[config.mk]
export PLATFORM = sky130hd
export DESIGN_NAME = ocmp_unit
export DESIGN_NICKNAME = d
export VERILOG_FILES = /design/src/rtl/ocmp_pkg.sv /design/src/rtl/ocmp_regif.sv /design/src/rtl/ocmp_store.sv /design/src/rtl/ocmp_match.sv /design/src/rtl/ocmp_unit.sv
export SDC_FILE = /design/constraint.sdc
export NUM_CORES = 1
export LEC_CHECK = 0
export ABC_AREA = 1
export BUFFER_PORTS_ARGS = -buffer_cell sky130_fd_sc_hd__buf_2
export CORE_AREA = 5 5 81 83
export DETAILED_ROUTE_END_ITERATION = 10
export DIE_AREA = 0 0 86 88
export PLACE_DENSITY = 0.75
export SYNTH_ARGS = -nofsm -noshare
export SYNTH_HDL_FRONTEND = slang
export SYNTH_SLANG_ARGS = --single-unit
[constraint.sdc]
create_clock -name clk -period 1.5 [get_ports clk]
set_input_delay 0.3 -clock clk [delete_from_list [all_inputs] [get_ports clk]]
set_output_delay 0.3 -clock clk [all_outputs]
set_load 0.005 [all_outputs]
[src/rtl/ocmp_pkg.sv]
package ocmp_pkg;
  localparam int MODE_W = 4;

  function automatic logic mode_is_pwm(input logic [MODE_W-1:0] m);
    return !(m == 4'd0 || m == 4'd4 || m == 4'd12);
  endfunction

  function automatic logic mode_upd_bottom(input logic [MODE_W-1:0] m);
    return (m == 4'd8 || m == 4'd9);
  endfunction
endpackage

[src/rtl/ocmp_regif.sv]
module ocmp_regif #(
  parameter int BW = 8,
  localparam int CW = 2 * BW
) (
  input  logic          clk,
  input  logic          rst,
  input  logic          wr_en,
  input  logic          wr_addr,
  input  logic [BW-1:0] wr_data,
  input  logic          rd_en,
  input  logic          rd_addr,
  input  logic [CW-1:0] visible,
  output logic          commit,
  output logic [CW-1:0] commit_val,
  output logic [BW-1:0] rd_data
);
  logic [BW-1:0] hold_q;

  assign commit     = wr_en && !wr_addr;
  assign commit_val = {hold_q, wr_data};

  always_ff @(posedge clk) begin
    if (rst) begin
      hold_q  <= '0;
      rd_data <= '0;
    end else begin
      if (wr_en && wr_addr)
        hold_q <= wr_data;
      else if (rd_en && !rd_addr)
        hold_q <= visible[CW-1:BW];
      if (rd_en)
        rd_data <= rd_addr ? hold_q : visible[BW-1:0];
    end
  end
endmodule

[src/rtl/ocmp_store.sv]
module ocmp_store #(
  parameter int CW = 16
) (
  input  logic          clk,
  input  logic          rst,
  input  logic          pwm,
  input  logic          upd_bottom,
  input  logic          top_stb,
  input  logic          bot_stb,
  input  logic          commit,
  input  logic [CW-1:0] commit_val,
  output logic [CW-1:0] buf_q,
  output logic [CW-1:0] act_q
);
  logic upd;

  assign upd = pwm && (upd_bottom ? bot_stb : top_stb);

  always_ff @(posedge clk) begin
    if (rst) begin
      buf_q <= '0;
      act_q <= '0;
    end else begin
      if (commit)
        buf_q <= commit_val;
      if (!pwm && commit)
        act_q <= commit_val;
      else if (upd)
        act_q <= buf_q;
    end
  end
endmodule

[src/rtl/ocmp_match.sv]
module ocmp_match #(
  parameter int CW = 16
) (
  input  logic          clk,
  input  logic          rst,
  input  logic          tick,
  input  logic [CW-1:0] cnt,
  input  logic [CW-1:0] cmp,
  input  logic          irq_en,
  input  logic          irq_ack,
  input  logic          flag_wr,
  input  logic          flag_wdata,
  output logic          match_pulse,
  output logic          flag,
  output logic          irq
);
  logic hit, clr;

  assign hit = tick && (cnt == cmp);
  assign clr = irq_ack || (flag_wr && flag_wdata);
  assign irq = flag && irq_en;

  always_ff @(posedge clk) begin
    if (rst) begin
      match_pulse <= 1'b0;
      flag        <= 1'b0;
    end else begin
      match_pulse <= hit;
      if (hit)
        flag <= 1'b1;
      else if (clr)
        flag <= 1'b0;
    end
  end
endmodule

[src/rtl/ocmp_unit.sv]
module ocmp_unit #(
  parameter int BW = 8,
  localparam int CW = 2 * BW
) (
  input  logic                        clk,
  input  logic                        rst,
  input  logic                        tick,
  input  logic [CW-1:0]               cnt,
  input  logic                        top_stb,
  input  logic                        bot_stb,
  input  logic [ocmp_pkg::MODE_W-1:0] mode,
  input  logic                        wr_en,
  input  logic                        wr_addr,
  input  logic [BW-1:0]               wr_data,
  input  logic                        rd_en,
  input  logic                        rd_addr,
  output logic [BW-1:0]               rd_data,
  input  logic                        irq_en,
  input  logic                        irq_ack,
  input  logic                        flag_wr,
  input  logic                        flag_wdata,
  output logic                        match_pulse,
  output logic                        flag,
  output logic                        irq,
  output logic [CW-1:0]               top_value
);
  import ocmp_pkg::*;

  logic          pwm, upd_bottom, commit;
  logic [CW-1:0] commit_val, buf_q, act_q, visible;

  assign pwm        = mode_is_pwm(mode);
  assign upd_bottom = mode_upd_bottom(mode);
  assign visible    = pwm ? buf_q : act_q;
  assign top_value  = act_q;

  ocmp_regif #(.BW(BW)) u_regif (
    .clk(clk), .rst(rst), .wr_en(wr_en), .wr_addr(wr_addr), .wr_data(wr_data),
    .rd_en(rd_en), .rd_addr(rd_addr), .visible(visible),
    .commit(commit), .commit_val(commit_val), .rd_data(rd_data)
  );

  ocmp_store #(.CW(CW)) u_store (
    .clk(clk), .rst(rst), .pwm(pwm), .upd_bottom(upd_bottom),
    .top_stb(top_stb), .bot_stb(bot_stb), .commit(commit),
    .commit_val(commit_val), .buf_q(buf_q), .act_q(act_q)
  );

  ocmp_match #(.CW(CW)) u_match (
    .clk(clk), .rst(rst), .tick(tick), .cnt(cnt), .cmp(act_q),
    .irq_en(irq_en), .irq_ack(irq_ack), .flag_wr(flag_wr), .flag_wdata(flag_wdata),
    .match_pulse(match_pulse), .flag(flag), .irq(irq)
  );
endmodule

==> results.md, run 1 <==
- Setup Skew: 0.0127 ns
- Worst R2R Start: u_store.act_q[11]
- Number of cells after detailed placement: 607
- Slew Viols, Final: 0
- Internal power: 2.05 mW
- Gate power share: 0.235
- Critical Path Slowest Stage Cell: dfxtp_1
- Worst Setup End Kind: primary output
- Total gr overflow: 0
- Placer congestion estimate: 0.848
- Pwr per Cell Area: 889 nW/um^2
- Post-DP HPWL: 6.41 mm
- Setup TNS: 0 ns
- Total track usage: 0.232
- CTS Buffer Depth: 2
- Final core occ: 0.594
- CP Max Fanout: 4
- Starting Density: 0.514
- Initial antenna violation count: 0
- Via/cell ratio: 5.25
- Clock share of power: 0.263
- Overall Power: 3.05 mW
- CTS tree: built
- Post-route ant nets: 0
- First-pass GRT wire length: 13.9 mm
- Number of hold violations in the final report: 0
- Cells taking the most area after synthesis: dfxtp_1 34%, nand2_1 19%, a21oi_1 8.8%, inv_1 8.0%, nand3_1 4.7%
- Fin worst setup slack: 0.291 ns
- Switching power share of the total: 0.328
- H-tree Lvls: 2
- Max IR drop VDD: 0.582 mV
- Setup crit start: u_store.act_q[11]
- Yosys warnings: 0
- Clock sink total: 50
- Die X: 86 um
- Initial DRC count: 285
- #FFs+latches synth: 50
- Sw Pwr: 1.00 mW
- Area share of the largest cell type after synthesis: 0.337
- Fmax: 827 MHz
- Top delay family on crit path: flip-flops
- Vias in the first global route: 2930
- CTS clk-pin slew, worst paths: 0.10 ns
- Max-Cap Viols: 0
- Average wire per standard cell: 13.8 um
- Post-CTS sizing: 0
- Port-buffer cells: 67
- Fillers: 611
- Fin crit period: 1.21 ns
- Overall routed net length: 8.52 mm
- WP data arrival: 0.91 ns
- Cts bufs inserted: 5
- Cell taking the most area after synthesis: dfxtp_1
- Seq/Total Area, Yosys: 0.337
- Seq pwr share: 0.502
- Syn_nets: 522
- Residual DRC: 0
- Final setup fails: 0
- WS Path Type: reg2out
- Syn avg cell area: 6.18 sq um
- Worst-path cell chain: buf_2
- Area delta synth->final: 15.6%
- Leak: 1.83 nW
- Worst skew pair latency: 0.31 ns
- Critical path buffer and inverter count: 1
- Crit path launch type: flip-flop
- CORE AREA: 5780 sq um
- Measured slew at the worst slew-check pin: 0.414 ns
- Min-Delay Startpoint: flag_wdata
- Layout cells sized above 1: 0.183
- Worst hold path type: in2reg
- Synth Instances: 481
- Die area: 7570 sq um
- Status: completed
- CP peak stage delay: 0.44 ns
- N_diodes: 0
- Via count: 3228
- Pin count of the biggest net entering global routing: 49
- Area post-placement: 3350 sq um
- Final Cell Area: 3430 sq um
- Setup WS pre-CTS: 0.00219 ns
- Core Rows: 28
- RSZ-0062 raised after global routing: no
- Slew margin rel.: 0.723
- Syn Std Cell Area: 2970 sq um
- Number of hold buffers added after cts: 0
- Tcrit/Tclk final: 0.806
- I/O pin total: 68
- Length of the first detailed-routing pass in iterations: 5
- Root Driver: clkbuf_8
- Req. time, crit path: 1.20 ns
- Final std cells w/o fill: 615
- NumNets Final: 580
- Die Y: 88 um
- Setup bufs post-CTS: 0
- Worst hold margin: 0.252 ns
- Number of distinct library cells after synthesis: 25
==> registers in the layout (all words and copies together), names as in the netlist <==
register / flops
u_store.act_q: 16
u_store.buf_q: 16
u_regif.hold_q: 8
u_regif.rd_data: 8
u_match.flag: 1
u_match.match_pulse: 1
==> cells in the final DEF, fill, tap and decap left out <==
cell,instances
a21oi_1,52
a21oi_2,3
buf_12,3
buf_2,67
buf_4,8
clkbuf_1,1
clkbuf_8,5
clkinv_1,2
clkinv_2,1
clkinv_4,1
dfxtp_1,50
inv_1,63
inv_2,3
nand2_1,153
nand2_2,2
nand2_8,1
nand3_1,28
nand3_2,2
nand4_1,9
nor2_1,32
nor2_2,2
nor2_4,1
o211ai_1,11
o21ai_0,25
o21ai_1,13
or2_1,1
xnor2_1,1
==> Yosys cell counts (all sizes together) <==
library cell and number:
a21oi 55, clkbuf 10, xnor2 1, o21ai 38, inv 66, nor2 35, nand2 156, nand3 30
nand4 9, buf 17, or2 1, o211ai 11, dfxtp 50, clkinv 2
==> routing by layer <==
metal,part of all wire,GRT usage,vias to the layer above
met5,0,0,-
met4,0.016,0.0763,0
met3,0.071,0.0357,13
met2,0.48,0.378,129
met1,0.43,0.313,1445
li1,-,-,1641
==> worst paths after layout <==
kind         depth (start not counted)  slack [ns]               end
max                                  1        0.29     top_value[11]
max reg2reg                          8        0.33      u_match.flag
min reg2reg                          2        0.48  u_store.buf_q[6]
min                                  4        0.25      u_match.flag
==> power by group through the flow <==
stage          combinational (mW)  sequential [mW]  clock [mW]
2_1_floorplan               0.482             1.53           0
3_3_place_gp                0.705             1.56           0
3_5_place_dp                0.715             1.56           0
4_1_cts                     0.718             1.53       0.808
5_1_grt                     0.821             1.55       0.853
6_report                    0.718             1.53       0.804
==> logic make-up after synthesis <==
kind of cell    share of synthesized area
compound gates                      0.188
xor+xnor                          0.00295
buf+inv                             0.144
flops                               0.337
simple gates                        0.328
==> layout make-up <==
cell class	instances	area [sq um]	share of cell area
clock buffer	6	72.6	0.0211
clock inverter	2	13.8	0.00401
inverter	68	255	0.0743
multi-input combinational	336	1540	0.449
sequential	50	1000	0.292
tap	75	93.8	0.0273
timing repair buffer	78	455	0.133
(Power assumes the default switching activity.)
==> run 2: changes to the inputs <==
ABC_AREA = 0   (was 1)
CORE_AREA = 5 5 76 78   (was 5 5 81 83)
DIE_AREA = 0 0 81 83   (was 0 0 86 88)
PLACE_DENSITY = 0.76   (was 0.75)
clock period = 1.2 ns   (was 1.5 ns; I/O delays follow)
==> run 2 against run 1 <==
The flow now finishes with violations (setup timing); critical endpoint is now u_match.flag; combinational power is 7.4% lower; first-iteration DRC count shrank 15%; synthesized cell count is 40% lower; flip-flop and latch count stayed put; clock skew decreased by 0.0072 ns; largest power group unchanged; count of clock-buffer cells in the layout grew 1.
==> results.md, run 2 <==
- Max IR drop VDD: 0.544 mV (was 0.582 mV)
- Number of hold violations in the final report: 0 (unchanged)
- Worst-path cell chain: xor2_1 -> nor4_1 -> buf_4 -> nand4_1 -> o21ai_1 (was buf_2)
- Synth async-reset ratio: 0 (unchanged)
- Final setup fails: 8 (was 0)
- Syn avg cell area: 8.72 sq um (was 6.18 sq um)
- Critical path buffer and inverter count: 1 (unchanged)
- Die area: 6720 sq um (was 7570 sq um)
- Setup bufs post-CTS: 0 (unchanged)
- R2r setup slk: -0.03 ns (was 0.33 ns)
- Vias in the first global route: 2412 (was 2930)
- Core Rows: 26 (was 28)
- RSZ-0062 raised after global routing: yes (was no)
- Setup Skew: 0.00545 ns (was 0.0127 ns)
- CORE AREA: 5010 sq um (was 5780 sq um)
- Top delay family on crit path: simple AND/OR/NAND/NOR gates (was flip-flops)
- Clock sink total: 50 (unchanged)
- Cell taking the most area after synthesis: dfxtp_1 (unchanged)
- Predominant post-synthesis flop cell: dfxtp_1 (unchanged)
- Average wire per standard cell: 16.9 um (was 13.8 um)
- Slew Viols, Final: 0 (unchanged)
- Total track usage: 0.232 (about the same)
- Fmax: 814 MHz
- Pin count of the biggest net entering global routing: 38 (was 49)
- #FFs+latches synth: 50 (unchanged)
- Synth Instances: 291 (was 481)
- CTS tree: built (unchanged)
- Syn_nets: 332 (was 522)
- Worst r2r dst: u_match.flag (unchanged)
- CTS Buffer Depth: 2 (unchanged)
- Layout cells sized above 1: 0.352 (was 0.183)
- Tcrit/Tclk final: 1.02
- Critical Path Slowest Stage Cell: dfxtp_2 (was dfxtp_1)
- Worst Hold Depth: 3 (was 4)
- CTS clk-pin slew, worst paths: 0.09 ns (was 0.10 ns)
- Crit path launch type: flip-flop (unchanged)
- Root Driver: clkbuf_8 (unchanged)
- Area delta synth->final: 31.8% (was 15.6%)
- Initial antenna violation count: 0 (unchanged)
- Worst skew pair latency: 0.31 ns (about the same)
- N_diodes: 0 (unchanged)
- Starting Density: 0.507 (was 0.514)
- Failing checks: setup timing
- Total gr overflow: 0 (unchanged)
- Placer congestion estimate: 0.862 (was 0.848)
- Syn Std Cell Area: 2540 sq um (was 2970 sq um)
- Length of the first detailed-routing pass in iterations: 4 (was 5)
- Seq/Total Area, Yosys: 0.394 (was 0.337)
- Largest registers: u_store.act_q x16, u_store.buf_q x16 (unchanged)
- H-tree Lvls: 2 (unchanged)
- Fin crit period: 1.23 ns
- Cts bufs inserted: 5 (unchanged)
- Worst Setup End Kind: flip-flop (was primary output)
- NumNets Final: 418 (was 580)
- Die Y: 83 um (was 88 um)
- Leak: 1.52 nW (was 1.83 nW)
- Commonest non-fill, non-tap cells in the layout: 65 x buf_2, 45 x dfxtp_1, 34 x nand2_1, 31 x buf_4, 30 x a211oi_1 (was 153 x nand2_1, 67 x buf_2, 63 x inv_1, 52 x a21oi_1, 50 x dfxtp_1)
- Hold EP: u_store.buf_q[5] (was u_match.flag)
- I/O pin total: 68 (unchanged)
- Post-synth EDFFs: 0 (unchanged)
- Fillers: 436 (was 611)
- Status: complete, but fails checks (was completed)
- Via/cell ratio: 5.64 (was 5.25)
- Post-DP HPWL: 5.54 mm (was 6.41 mm)
- CP Max Fanout: 2 (was 4)
- Die X: 81 um (was 86 um)
- Final std cells w/o fill: 448 (was 615)
- Worst R2R Start: u_store.act_q[8] (was u_store.act_q[11])
- Number of cells after detailed placement: 439 (was 607)
- Slew margin rel.: 0.724 (was 0.723)
- Commonest cells in the netlist: 50 x dfxtp_1, 34 x nand2_1, 33 x a211oi_1 (was 153 x nand2_1, 63 x inv_1, 52 x a21oi_1)
- Via count: 2528 (was 3228)
- Post-route ant nets: 0 (unchanged)
- Yosys warnings: 0 (unchanged)
- Pwr per Cell Area: 1040 nW/um^2 (was 889 nW/um^2)
- Most common cell after layout, fill and taps aside: buf_2 (was nand2_1)
- Number of distinct library cells after synthesis: 30 (was 25)
- R2R depth: 5 (was 8)
- WS Path Type: reg2reg (was reg2out)
- Final core occ: 0.668 (was 0.594)
- Fin worst setup slack: -0.0287 ns (was 0.291 ns)
- Cells taking the most area after synthesis: dfxtp_1 39%, a211oi_1 9.8%, mux2i_1 6.3%, nand2_1 5.0%, xor2_1 4.5% (was dfxtp_1 34%, nand2_1 19%, a21oi_1 8.8%, inv_1 8.0%, nand3_1 4.7%)
- Req. time, crit path: 1.44 ns (was 1.20 ns)
- Port-buffer cells: 67 (unchanged)
- Worst hold margin: 0.182 ns (was 0.252 ns)
- Residual DRC: 0 (unchanged)
- First-pass GRT wire length: 12.3 mm (was 13.9 mm)
- WP data arrival: 1.47 ns (was 0.91 ns)
- Area share of the largest cell type after synthesis: 0.394 (was 0.337)
- Initial DRC count: 243 (was 285)
- Overall routed net length: 7.59 mm (was 8.52 mm)
- Measured slew at the worst slew-check pin: 0.415 ns (was 0.414 ns)
- Min-Delay Startpoint: wr_data[5] (was flag_wdata)
- Most frequent cell after synthesis: dfxtp_1 (was nand2_1)
- Max-Cap Viols: 0 (unchanged)
- CP peak stage delay: 0.34 ns (was 0.44 ns)
- Worst hold path type: in2reg (unchanged)
- Setup TNS: -0.0960 ns (was 0 ns)
run 2: worst max-delay path by stage:
stage / startpoint / cells after the start / endpoint / slack [ns]
2_1_floorplan: mode[2] / 6 / u_store.act_q[6] / -0.31
3_3_place_gp: mode[1] / 6 / u_store.act_q[5] / -0.25
3_5_place_dp: mode[1] / 6 / u_store.act_q[3] / -0.29
4_1_cts: u_store.act_q[10] / 5 / u_match.flag / -0.06
5_1_grt: u_store.act_q[14] / 5 / u_match.flag / -0.15
6_report: u_store.act_q[8] / 5 / u_match.flag / -0.03
run 2: cells by family after synthesis:
kind of cell,after synthesis,share of synthesized area
flip-flops,50,0.394
XOR/XNOR,16,0.0552
AO/OA/AOI/OAI,67,0.197
multiplexers,16,0.0631
AND/OR/NAND/NOR,117,0.241
buffers and inverters,25,0.0498
run 2: worst min-delay path, cell delays in order:
cell     delay [ns]
buf_2          0.11
nand2_1        0.05
a21oi_1        0.05
run 2: through the flow:
step                area [sq um]  power (mW)  setup slack [ns]
global route                3350        3.66            -0.146
floorplan                   2550        2.16            -0.308
detailed placement          3170        2.46            -0.291
global placement            3170        2.45            -0.247
finish                      3350        3.49           -0.0287
CTS                         3280        3.47           -0.0573
run 2: what timing repair did:
item	4_1_cts	5_1_grt
hold buffers	0	0
gates cloned	0	1
endpoints found under the setup margin	2	13
resized for setup	7	8
pin swaps	5	9
endpoints found under the hold margin	0	0
run 2: layout make-up:
class,count,area (sq um),area share
Sequential cell,50,1010,0.301
Timing Repair Buffer,104,706,0.211
Multi-Input combinational cell,216,1450,0.435
Tap cell,70,87.6,0.0262
Clock buffer,7,86.3,0.0258
Clock inverter,1,5.00,0.00150
run 2: routing by layer:
metal,track usage,wire (um),share of wire,vias up
li1,-,-,-,1212
met1,0.300,2960,0.39,1190
met2,0.368,3770,0.50,108
met3,0.0541,645,0.085,18
met4,0.0937,209,0.028,0
met5,0,0,0,-
run 2: power breakdown:
group	internal (mW)	switching [mW]	total (mW)	leakage [nW]
logic	0.329	0.336	0.665	1.06
registers	1.74	0.0663	1.80	0.410
clock network	0.466	0.557	1.02	0.0482
==> run 3: changes to the inputs <==
ABC_AREA = default   (was 0)
CORE_AREA = 5 5 105 58   (was 5 5 76 78)
DIE_AREA = 0 0 110 63   (was 0 0 81 83)
PLACE_DENSITY = 0.75   (was 0.76)
==> run 3 against run 2 <==
The run still ends with setup timing left; worst setup slack worse by 0.11 ns; critical path depth stayed put; die area rose by 3.1%; flip-flop and latch count did not move.
==> results.md, run 3 (synthesis results as in run 2) <==
- Initial antenna violation count: 0 (unchanged)
- Slew Viols, Final: 0 (unchanged)
- Worst Setup End Kind: flip-flop (unchanged)
- Layout cells sized above 1: 0.352 (about the same)
- Die Y: 63 um (was 83 um)
- Final setup fails: 6 (was 8)
- WP data arrival: 1.59 ns (was 1.47 ns)
- Core Rows: 19 (was 26)
- Post-route ant nets: 0 (unchanged)
- Max-Cap Viols: 0 (unchanged)
- Placer congestion estimate: 0.859 (was 0.862)
- Clock sink total: 50 (unchanged)
- Via count: 2486 (was 2528)
- Status: complete, but fails checks (unchanged)
- Worst hold margin: 0.180 ns (was 0.182 ns)
- WS Path Type: reg2reg (unchanged)
- Residual DRC: 0 (unchanged)
- Most common cell after layout, fill and taps aside: buf_2 (unchanged)
- Fin crit period: 1.34 ns (was 1.23 ns)
- Die area: 6930 sq um (was 6720 sq um)
- Number of hold buffers added after cts: 0 (unchanged)
- Cts bufs inserted: 5 (unchanged)
- R2r setup slk: -0.14 ns (was -0.03 ns)
- Starting Density: 0.492 (was 0.507)
- Die X: 110 um (was 81 um)
- Leak: 1.55 nW (was 1.52 nW)
- Vias in the first global route: 2491 (was 2412)
- Initial DRC count: 119 (was 243)
- H-tree Lvls: 2 (unchanged)
- Worst skew pair latency: 0.32 ns (was 0.31 ns)
- CORE AREA: 5160 sq um (was 5010 sq um)
- RSZ-0062 raised after global routing: yes (unchanged)
- Number of hold violations in the final report: 0 (unchanged)
- Crit path launch type: flip-flop (unchanged)
- CTS clk-pin slew, worst paths: 0.10 ns (was 0.09 ns)
- Worst hold path type: in2reg (unchanged)
- Via/cell ratio: 5.48 (was 5.64)
- NumNets Final: 421 (was 418)
- Commonest non-fill, non-tap cells in the layout: 65 x buf_2, 44 x dfxtp_1, 34 x nand2_1, 32 x a211oi_1, 31 x buf_4 (was 65 x buf_2, 45 x dfxtp_1, 34 x nand2_1, 31 x buf_4, 30 x a211oi_1)
- CTS tree: built (unchanged)
- Overall routed net length: 7.64 mm (was 7.59 mm)
- Total gr overflow: 0 (unchanged)
- Total track usage: 0.220 (was 0.232)
- Root Driver: clkbuf_8 (unchanged)
- Setup TNS: -0.284 ns (was -0.0960 ns)
- First-pass GRT wire length: 12.0 mm (was 12.3 mm)
- Average wire per standard cell: 16.8 um (was 16.9 um)
- Tcrit/Tclk final: 1.12 (was 1.02)
- Post-DP HPWL: 5.47 mm (was 5.54 mm)
- Port-buffer cells: 67 (unchanged)
- Number of cells after detailed placement: 444 (was 439)
- CTS Buffer Depth: 2 (unchanged)
- N_diodes: 0 (unchanged)
- I/O pin total: 68 (unchanged)
- Fin worst setup slack: -0.140 ns (was -0.0287 ns)
- Fillers: 440 (was 436)
- Req. time, crit path: 1.45 ns (was 1.44 ns)
- Fmax: 746 MHz (was 814 MHz)
- Max IR drop VDD: 0.561 mV (was 0.544 mV)
- Measured slew at the worst slew-check pin: 0.356 ns (was 0.415 ns)
- Setup Skew: 0.0170 ns (was 0.00545 ns)
- Area delta synth->final: 33.6% (was 31.8%)
- Failing checks: setup timing (unchanged)
- Final std cells w/o fill: 454 (was 448)
- CP Max Fanout: 2 (unchanged)
- Pwr per Cell Area: 1090 nW/um^2 (was 1040 nW/um^2)
- Length of the first detailed-routing pass in iterations: 4 (unchanged)
- Slew margin rel.: 0.763 (was 0.724)
- Pin count of the biggest net entering global routing: 30 (was 38)
- Largest registers: u_store.act_q x16, u_store.buf_q x16 (unchanged)
-- run 3: cell types whose count changed in the layout (fill, tap and decap cells not counted), moves of 2 or more --
cell	before	now
a211oi_2	3	1
xor2_2	2	0
xor2_1	11	13
a211oi_1	30	32
buf_12	5	7
-- run 3: per-layer routing --
metal,up-vias,track usage,part of all wire
met5,-,0,0
met4,0,0.0575,0.0075
met3,8,0.0568,0.082
met2,99,0.344,0.45
met1,1154,0.300,0.46
li1,1225,-,-
-- run 3: final timing paths --
path,depth (start not counted),from,end
hold / removal,3,wr_data[4],u_regif.hold_q[4]
hold reg to reg,2,u_match.flag,u_match.flag
setup / recovery,5,u_store.act_q[14],u_match.flag
setup reg to reg,5,u_store.act_q[14],u_match.flag
-- run 3: what timing repair did --
item / in CTS / in global routing
gates cloned: 0 / 1
hold endpoints to repair: 0 / 0
resized for setup: 4 / 9
pin swaps: 3 / 6
setup buffers: 0 / 1
setup endpoints to repair: 8 / 22
-- run 3: cell type report --
cell class              count  area (sq um)  share of cell area
flip-flops and latches     50          1010               0.297
clock inverters             3          40.0              0.0118
multi-input cells         216          1430               0.421
well taps                  73          91.3              0.0269
clock buffers               5          68.8              0.0203
repair buffers            107           757               0.223
-- run 3: report_power, final --
group | internal [mW] | total, mW | leakage (nW) | switching (mW)
Combinational | 0.344 | 0.675 | 1.08 | 0.330
Sequential | 1.74 | 1.80 | 0.411 | 0.0686
Clock | 0.615 | 1.21 | 0.0579 | 0.591
-- run 3: worst max-delay path, cell delays in order (launching register included) --
cell     delay [ns]
dfxtp_2        0.34
xor2_1         0.14
nor4_1         0.28
buf_4          0.17
nand4_1        0.18
o21ai_1        0.18
-- run 3: metrics by stage --
stage	power, mW	util	instance area [sq um]	setup slack [ns]
final	3.68	0.658	3390	-0.140
after global routing	3.82	0.658	3390	-0.200
after CTS	3.65	0.647	3340	-0.132
after detailed placement	2.47	0.623	3210	-0.340
after global placement	2.45	0.623	3210	-0.256
after floorplan	2.16	-	2550	-0.308
